### src/rtl/cfg_loader_pkg.sv
package cfg_loader_pkg;
  localparam int unsigned OFF_CTRL   = 32'h0040;
  localparam int unsigned OFF_STAT   = 32'h0044;
  localparam int unsigned OFF_SIZE   = 32'h0048;
  localparam int unsigned OFF_USED   = 32'h004C;
  localparam int unsigned OFF_TOTAL  = 32'h0050;
  localparam int unsigned OFF_CUR    = 32'h0054;
  localparam int unsigned OFF_FIFO   = 32'h3000;

  localparam int unsigned CTL_EN_BIT  = 0;
  localparam int unsigned CTL_RST_BIT = 1;
  localparam int unsigned CTL_DMA_BIT = 2;

  localparam int unsigned ST_BUSY_BIT = 0;
  localparam int unsigned ST_OVF_BIT  = 1;
  localparam int unsigned ST_TERR_BIT = 2;
  localparam int unsigned ST_IRQ_BIT  = 16;
  localparam int unsigned ST_DONE_BIT = 18;

  typedef struct packed {
    logic dma;
    logic rst;
    logic en;
  } ctrl_t;
endpackage

### src/rtl/cfg_loader_fifo.sv
module cfg_loader_fifo #(
  parameter int unsigned DEPTH = 16,
  parameter int unsigned WIDTH = 32,
  localparam int unsigned AW = $clog2(DEPTH),
  localparam int unsigned CW = $clog2(DEPTH + 1)
) (
  input  logic             clk_i,
  input  logic             rst_ni,
  input  logic             flush_i,
  input  logic             push_i,
  input  logic [WIDTH-1:0] push_data_i,
  input  logic             pop_i,
  output logic [WIDTH-1:0] head_o,
  output logic [CW-1:0]    cnt_o,
  output logic             full_o,
  output logic             empty_o
);
  logic [WIDTH-1:0] mem_q [DEPTH];
  logic [AW-1:0]    wr_ptr_q, rd_ptr_q;
  logic [CW-1:0]    cnt_q;
  logic             do_push, do_pop;

  assign full_o  = (cnt_q == CW'(DEPTH));
  assign empty_o = (cnt_q == '0);
  assign do_push = push_i && !full_o;
  assign do_pop  = pop_i && !empty_o;
  assign head_o  = mem_q[rd_ptr_q];
  assign cnt_o   = cnt_q;

  always_ff @(posedge clk_i) begin
    if (do_push && !flush_i) mem_q[wr_ptr_q] <= push_data_i;
  end

  always_ff @(posedge clk_i or negedge rst_ni) begin
    if (!rst_ni) begin
      wr_ptr_q <= '0;
      rd_ptr_q <= '0;
      cnt_q    <= '0;
    end else if (flush_i) begin
      wr_ptr_q <= '0;
      rd_ptr_q <= '0;
      cnt_q    <= '0;
    end else begin
      if (do_push) wr_ptr_q <= (wr_ptr_q == AW'(DEPTH - 1)) ? '0 : wr_ptr_q + 1'b1;
      if (do_pop)  rd_ptr_q <= (rd_ptr_q == AW'(DEPTH - 1)) ? '0 : rd_ptr_q + 1'b1;
      case ({do_push, do_pop})
        2'b10:   cnt_q <= cnt_q + 1'b1;
        2'b01:   cnt_q <= cnt_q - 1'b1;
        default: cnt_q <= cnt_q;
      endcase
    end
  end
endmodule

### src/rtl/cfg_loader_ctrl.sv
module cfg_loader_ctrl
  import cfg_loader_pkg::*;
#(
  parameter int unsigned DEPTH  = 16,
  parameter int unsigned ADDR_W = 14,
  localparam int unsigned CW = $clog2(DEPTH + 1)
) (
  input  logic              clk_i,
  input  logic              rst_ni,
  input  logic              bus_we_i,
  input  logic [ADDR_W-1:0] bus_addr_i,
  input  logic [31:0]       bus_wdata_i,
  output logic [31:0]       bus_rdata_o,
  input  logic [CW-1:0]     fifo_cnt_i,
  input  logic              fifo_full_i,
  input  logic              fifo_empty_i,
  output logic              fifo_push_o,
  output logic              fifo_pop_o,
  output logic              fifo_flush_o,
  output logic              tgt_valid_o,
  input  logic              tgt_ready_i,
  input  logic              tgt_err_i,
  input  logic              tgt_done_i,
  output logic              tgt_reset_o,
  output logic              dma_req_o,
  output logic              irq_o
);
  localparam int unsigned HALF = DEPTH / 2;

  ctrl_t       ctrl_q;
  logic [31:0] total_q, cur_q;
  logic        ovf_q, terr_q, irq_q;
  logic        ctrl_wr, total_wr, fifo_wr, zero_wr, start, stop, any_err;
  logic [CW-1:0] free_words;
  logic [31:0] status;

  assign ctrl_wr  = bus_we_i && (bus_addr_i == ADDR_W'(OFF_CTRL));
  assign total_wr = bus_we_i && (bus_addr_i == ADDR_W'(OFF_TOTAL));
  assign fifo_wr  = bus_we_i && (bus_addr_i == ADDR_W'(OFF_FIFO));
  assign zero_wr  = ctrl_wr && (bus_wdata_i == '0);
  assign start    = ctrl_wr && bus_wdata_i[CTL_EN_BIT] && !ctrl_q.en;

  assign any_err    = ovf_q || terr_q;
  assign stop       = (cur_q == total_q) || any_err || irq_q;
  assign free_words = CW'(DEPTH) - fifo_cnt_i;

  assign tgt_valid_o  = ctrl_q.en && !stop && !fifo_empty_i;
  assign fifo_pop_o   = tgt_valid_o && tgt_ready_i;
  assign fifo_push_o  = fifo_wr && !fifo_full_i;
  assign fifo_flush_o = zero_wr;
  assign dma_req_o    = ctrl_q.en && ctrl_q.dma && !stop && (free_words >= CW'(HALF));
  assign tgt_reset_o  = ctrl_q.rst;
  assign irq_o        = irq_q;

  always_ff @(posedge clk_i or negedge rst_ni) begin
    if (!rst_ni) begin
      ctrl_q  <= '0;
      total_q <= '0;
      cur_q   <= '0;
      ovf_q   <= 1'b0;
      terr_q  <= 1'b0;
      irq_q   <= 1'b0;
    end else begin
      if (fifo_pop_o) cur_q <= cur_q + 32'd4;
      if (ctrl_q.en && tgt_err_i) terr_q <= 1'b1;
      if (fifo_wr && fifo_full_i) ovf_q <= 1'b1;
      if (ctrl_q.en && ((cur_q == total_q) || any_err)) irq_q <= 1'b1;
      if (total_wr) total_q <= bus_wdata_i;
      if (ctrl_wr) begin
        ctrl_q.en  <= bus_wdata_i[CTL_EN_BIT];
        ctrl_q.rst <= bus_wdata_i[CTL_RST_BIT];
        ctrl_q.dma <= bus_wdata_i[CTL_DMA_BIT];
        if (start) begin
          cur_q  <= '0;
          ovf_q  <= 1'b0;
          terr_q <= 1'b0;
        end
        if (zero_wr) irq_q <= 1'b0;
      end
    end
  end

  always_comb begin
    status = '0;
    status[ST_BUSY_BIT] = ctrl_q.en && !stop;
    status[ST_OVF_BIT]  = ovf_q;
    status[ST_TERR_BIT] = terr_q;
    status[ST_IRQ_BIT]  = irq_q;
    status[ST_DONE_BIT] = tgt_done_i;
  end

  always_comb begin
    bus_rdata_o = '0;
    case (bus_addr_i)
      ADDR_W'(OFF_CTRL):  bus_rdata_o = {29'd0, ctrl_q};
      ADDR_W'(OFF_STAT):  bus_rdata_o = status;
      ADDR_W'(OFF_SIZE):  bus_rdata_o = 32'(DEPTH * 4);
      ADDR_W'(OFF_USED):  bus_rdata_o = 32'(fifo_cnt_i);
      ADDR_W'(OFF_TOTAL): bus_rdata_o = total_q;
      ADDR_W'(OFF_CUR):   bus_rdata_o = cur_q;
      default:            bus_rdata_o = '0;
    endcase
  end
endmodule

### src/rtl/cfg_loader.sv
module cfg_loader #(
  parameter int unsigned FIFO_DEPTH = 16,
  parameter int unsigned ADDR_W     = 14,
  localparam int unsigned CW = $clog2(FIFO_DEPTH + 1)
) (
  input  logic              clk_i,
  input  logic              rst_ni,
  input  logic              bus_we_i,
  input  logic [ADDR_W-1:0] bus_addr_i,
  input  logic [31:0]       bus_wdata_i,
  output logic [31:0]       bus_rdata_o,
  output logic              dma_req_o,
  output logic              irq_o,
  output logic [31:0]       tgt_data_o,
  output logic              tgt_valid_o,
  input  logic              tgt_ready_i,
  input  logic              tgt_err_i,
  input  logic              tgt_done_i,
  output logic              tgt_reset_o
);
  logic [CW-1:0] fifo_cnt;
  logic          fifo_full, fifo_empty, fifo_push, fifo_pop, fifo_flush;

  cfg_loader_fifo #(.DEPTH(FIFO_DEPTH), .WIDTH(32)) fifo_i (
    .clk_i       (clk_i),
    .rst_ni      (rst_ni),
    .flush_i     (fifo_flush),
    .push_i      (fifo_push),
    .push_data_i (bus_wdata_i),
    .pop_i       (fifo_pop),
    .head_o      (tgt_data_o),
    .cnt_o       (fifo_cnt),
    .full_o      (fifo_full),
    .empty_o     (fifo_empty)
  );

  cfg_loader_ctrl #(.DEPTH(FIFO_DEPTH), .ADDR_W(ADDR_W)) ctrl_i (
    .clk_i        (clk_i),
    .rst_ni       (rst_ni),
    .bus_we_i     (bus_we_i),
    .bus_addr_i   (bus_addr_i),
    .bus_wdata_i  (bus_wdata_i),
    .bus_rdata_o  (bus_rdata_o),
    .fifo_cnt_i   (fifo_cnt),
    .fifo_full_i  (fifo_full),
    .fifo_empty_i (fifo_empty),
    .fifo_push_o  (fifo_push),
    .fifo_pop_o   (fifo_pop),
    .fifo_flush_o (fifo_flush),
    .tgt_valid_o  (tgt_valid_o),
    .tgt_ready_i  (tgt_ready_i),
    .tgt_err_i    (tgt_err_i),
    .tgt_done_i   (tgt_done_i),
    .tgt_reset_o  (tgt_reset_o),
    .dma_req_o    (dma_req_o),
    .irq_o        (irq_o)
  );
endmodule

### config.mk
export PLATFORM = sky130hd
export DESIGN_NAME = cfg_loader
export DESIGN_NICKNAME = d
export VERILOG_FILES = /design/src/rtl/cfg_loader_pkg.sv /design/src/rtl/cfg_loader_fifo.sv /design/src/rtl/cfg_loader_ctrl.sv /design/src/rtl/cfg_loader.sv
export SDC_FILE = /design/constraint.sdc
export NUM_CORES = 1
export LEC_CHECK = 0
export BUFFER_PORTS_ARGS = -buffer_cell sky130_fd_sc_hd__buf_4
export CAP_MARGIN = 30
export CORE_UTILIZATION = 50
export CTS_BUF_LIST = sky130_fd_sc_hd__clkbuf_16
export CTS_CLUSTER_SIZE = 8
export DETAILED_ROUTE_END_ITERATION = 8
export HOLD_SLACK_MARGIN = 0.15
export PLACE_DENSITY_LB_ADDON = 0.12
export SETUP_SLACK_MARGIN = 0.05
export SLEW_MARGIN = 40
export SYNTH_ARGS = -nofsm -noshare
export SYNTH_HDL_FRONTEND = slang
export SYNTH_SLANG_ARGS = --single-unit
### constraint.sdc
create_clock -name clk_i -period 4.48 [get_ports clk_i]
set_clock_uncertainty 0.15 [all_clocks]
set_input_delay 0.448 -clock clk_i [delete_from_list [all_inputs] [get_ports clk_i]]
set_output_delay 0.448 -clock clk_i [all_outputs]
set_load 0.02 [all_outputs]
==> reports/metrics.cfg <==
[routing]
wl_per_cell_um=27.5
route.detailed.drc=0
ant_nets=0
dr.pass1.iters=5
drt_iter0_drc=1200
wirelength_um=58200
num_vias=13000
vias_per_cell=6.16

[synth]
syn_inst=1245
yosys_warnings=0
synth_most_common_cell=edfxtp_1
synth.cells.most_frequent=edfxtp_1 (512), mux4_2 (160), dfrtp_1 (81)
synth_top_area_cell=edfxtp_1
synth_ff_type=edfxtp_1
syn_nets=1309
yosysSeqAreaShare_pct=71.7
synth_area_sq_mm=0.0243
ys_async_sr_fraction_pct=13.7
synth_edf_count=512
synth_seq_cells=593
synth_cell_types=57
synth_top_area_share_pct=63.3
syn_avg_cell_area_sq_um=19.5
yosys-top-cells-area=edfxtp_1 (63%), mux4_2 (15%), dfrtp_1 (8.3%)

[sta]
min_period_ns=3.75
relSlewSlack_pct=49.0
grt_setup_unrepaired=no
setup_violations=0
min_period_over_period_pct=83.7
hold_viol_final=0
timing.fmax_mhz=267
setup_tns_ns=0
drv_slew=0
tightest_slew_ns=0.762

[critical_path]
startpoint_type=flop
cp.required_ns=4.82
cp_max_fo=10
cpPeakStageDelay_ns=0.54
reg2reg_slack_ns=0.73
endpoint_kind=flop
crit_arrival_ns=4.09
critPathLaunch=fifo_i.cnt_o[1]$_DFFE_PN0P_
cp_slowest_cell=dfrtp_1
reg2regPathDepth=15
cpMostUsedCell=ha_1
crit_chain=nor4_1, ha_1, nand4bb_1, nor3_1, o31ai_4, inv_1, ha_1, xor2_1, ha_1, a21boi_0, o211ai_1, a21o_1, a21oi_1, xnor2_1, nor2_1
crit_family=compound AO/OA/AOI/OAI gates
r2r_end=fifo_i.cnt_o[4]$_DFFE_PN0P_
cp.buffers_inverters=1
r2r_start=fifo_i.cnt_o[1]$_DFFE_PN0P_
path_class=flop to flop

[hold_path]
hold_end=ctrl_i.ovf_q$_DFF_PN0_
hp-start=bus_addr_i[3]
whs_path_depth=5
hold_path.class=input port to flop

[outcome]
outcome=complete, no violations

[floorplan]
die_y_um=222
rows=80
die_x_um=222
start_util_pct=50.8
ios=120
core-area_sq_mm=0.0478
die-area_sq_mm=0.0495

[clock_network]
clk-insertion-delay-late_ns=0.61
root_buffer=clkbuf_16
cts_buffer_depth=3
htree_levels=3
cts_tree=built
path_clk_slew_ns=0.05
cts_setup_buffers=0
cts_made_buffers=84
clock-sinks=593

[power_and_ir_drop]
power.share.clock_pct=47.6
p_switching_w=0.00233
comb_power_share_pct=1.5
seqPwrFrac_pct=50.8
cellLeakagePower_nw=10.1
powerDensity_mw_per_mm2=409
peakVddDrop_mv=0.267
p_int_w=0.00950
switching_share_pct=19.7

[global_routing]
grt_overflow=0
grt_usage_pct=24.3
antenna_found_initial=1
grt_max_degree=59
grt_pass1_wl_um=87400
grt_pass1_vias=13300

[layout]
final_net_count=1528
syn2layout_area_growth_pct=19.0
utilization_pct=60.4
n_antenna_cell=0
drive_above_1_share_pct=32.7

[flow_run]
cap_viol_max_count=0

[place]
dpl.hpwl_um=35900
gp_congestion=0.907
port_buffers=119

layout make-up:
| class | instances | area [sq um] |
|---|---|---|
| fillers | 3491 | 18900 |
| flip-flops and latches | 593 | 17400 |
| multi-input cells | 567 | 6560 |
| clock buffers | 87 | 2180 |
| repair buffers | 201 | 1730 |
| well taps | 615 | 769 |
| clock inverters | 36 | 175 |
| inverters | 17 | 63.8 |
how the worst max path moves through the flow:
| stage | to | slack (ns) | depth (start not counted) |
|---|---|---|---|
| global placement | fifo_i.cnt_o[4]$_DFFE_PN0P_ | 0.75 | 14 |
| CTS | tgt_data_o[29] | 0.66 | 4 |
| detailed placement | fifo_i.cnt_o[4]$_DFFE_PN0P_ | 0.65 | 14 |
| global route | fifo_i.cnt_o[4]$_DFFE_PN0P_ | 0.44 | 15 |
| finish | fifo_i.cnt_o[4]$_DFFE_PN0P_ | 0.73 | 15 |
| floorplan | fifo_i.cnt_o[4]$_DFFE_PN0P_ | 0.73 | 19 |
tightest hold or removal path, cell delays in order:
cell and delay (ns):
buf_4 0.11, or4_4 0.15, nor2_1 0.04, a21oi_1 0.13
nor2_1 0.04
state kept, by name, indices dropped and copies added, names as in the netlist:
| register | cells |
|---|---|
| fifo_i.wr_ptr_q | 4 |
| ctrl_i.cur_q | 30 |
| ctrl_i.irq_o | 1 |
| ctrl_i.ovf_q | 1 |
| fifo_i.mem_q | 512 |
| fifo_i.rd_ptr_q | 4 |
| ctrl_i.total_q | 32 |
| ctrl_i.tgt_reset_o | 1 |
| ctrl_i.terr_q | 1 |
| ctrl_i.ctrl_q | 2 |
| fifo_i.cnt_o | 5 |
logic make-up (layout without fill, tap and decap cells):
group	Yosys count	count (layout)	share of synthesized area [%]
compound gates	116	116	3.29
flops	593	593	71.7
buf+inv	85	341	1.49
fa+ha+maj	12	12	0.618
simple gates	200	200	4.81
xor+xnor	34	34	1.23
mux	205	205	16.9
metal layers:
| metal | global-route usage (%) | part of all wire [%] | vias up |
|---|---|---|---|
| met5 | 0 | 0 | - |
| met4 | 7.54 | 2.0 | 0 |
| met3 | 3.85 | 5.2 | 78 |
| met2 | 38.3 | 48 | 456 |
| met1 | 35.2 | 44 | 6918 |
| li1 | - | - | 5586 |
power by group through the flow:
stage | Sequential, W | Combinational [W] | Clock [W]
3_3_place_gp | 0.00612 | 0.000151 | 0
2_1_floorplan | 0.00612 | 0.0000148 | 0
3_5_place_dp | 0.00612 | 0.000157 | 0
6_report | 0.00601 | 0.000180 | 0.00564
4_1_cts | 0.00601 | 0.000181 | 0.00573
5_1_grt | 0.00601 | 0.000194 | 0.00594
stage by stage:
step                      setup WS, ns  hold WS (ns)  power [W]  instances  cell area, sq um
after floorplan                  0.729       0.00241    0.00613       1245             24300
after global placement           0.747         0.384    0.00627       1958             26200
after detailed placement         0.649         0.395    0.00627       1958             26200
after CTS                        0.658         0.173     0.0119       2116             28900
after global routing             0.441         0.228     0.0121       2116             28900
final                            0.730         0.199     0.0118       2116             28900
layout by cell type (no fill, tap or decap), types with 3 or more instances in the layout:
cell type / n
dlygate4sd3_1: 35
mux4_2: 160
mux2i_1: 5
and2_2: 8
a22oi_1: 4
edfxtp_1: 512
nand4_1: 16
clkbuf_16: 87
nand3_1: 16
xnor2_1: 4
ha_1: 12
dfrtp_4: 3
and4_2: 3
a22o_1: 26
and3_2: 3
nor3_1: 9
nor3_2: 3
nand2b_1: 6
nand2_1: 31
o211ai_1: 7
a222oi_1: 3
buf_4: 155
xor2_1: 30
and4_1: 3
buf_12: 11
o31ai_1: 11
or4_1: 15
a21oi_1: 30
dfrtp_1: 78
inv_1: 46
or3_1: 19
o21ai_0: 23
mux2_2: 40
nor2_1: 26
nor4_1: 16
and3_1: 8
repair_timing:
item                                   4_1_cts  5_1_grt
hold buffers                                35        0
setup endpoints to repair                    0        0
resized for setup                            0        0
endpoints found under the hold margin      599        0
Note: power is estimated with default switching activity, not from simulation.
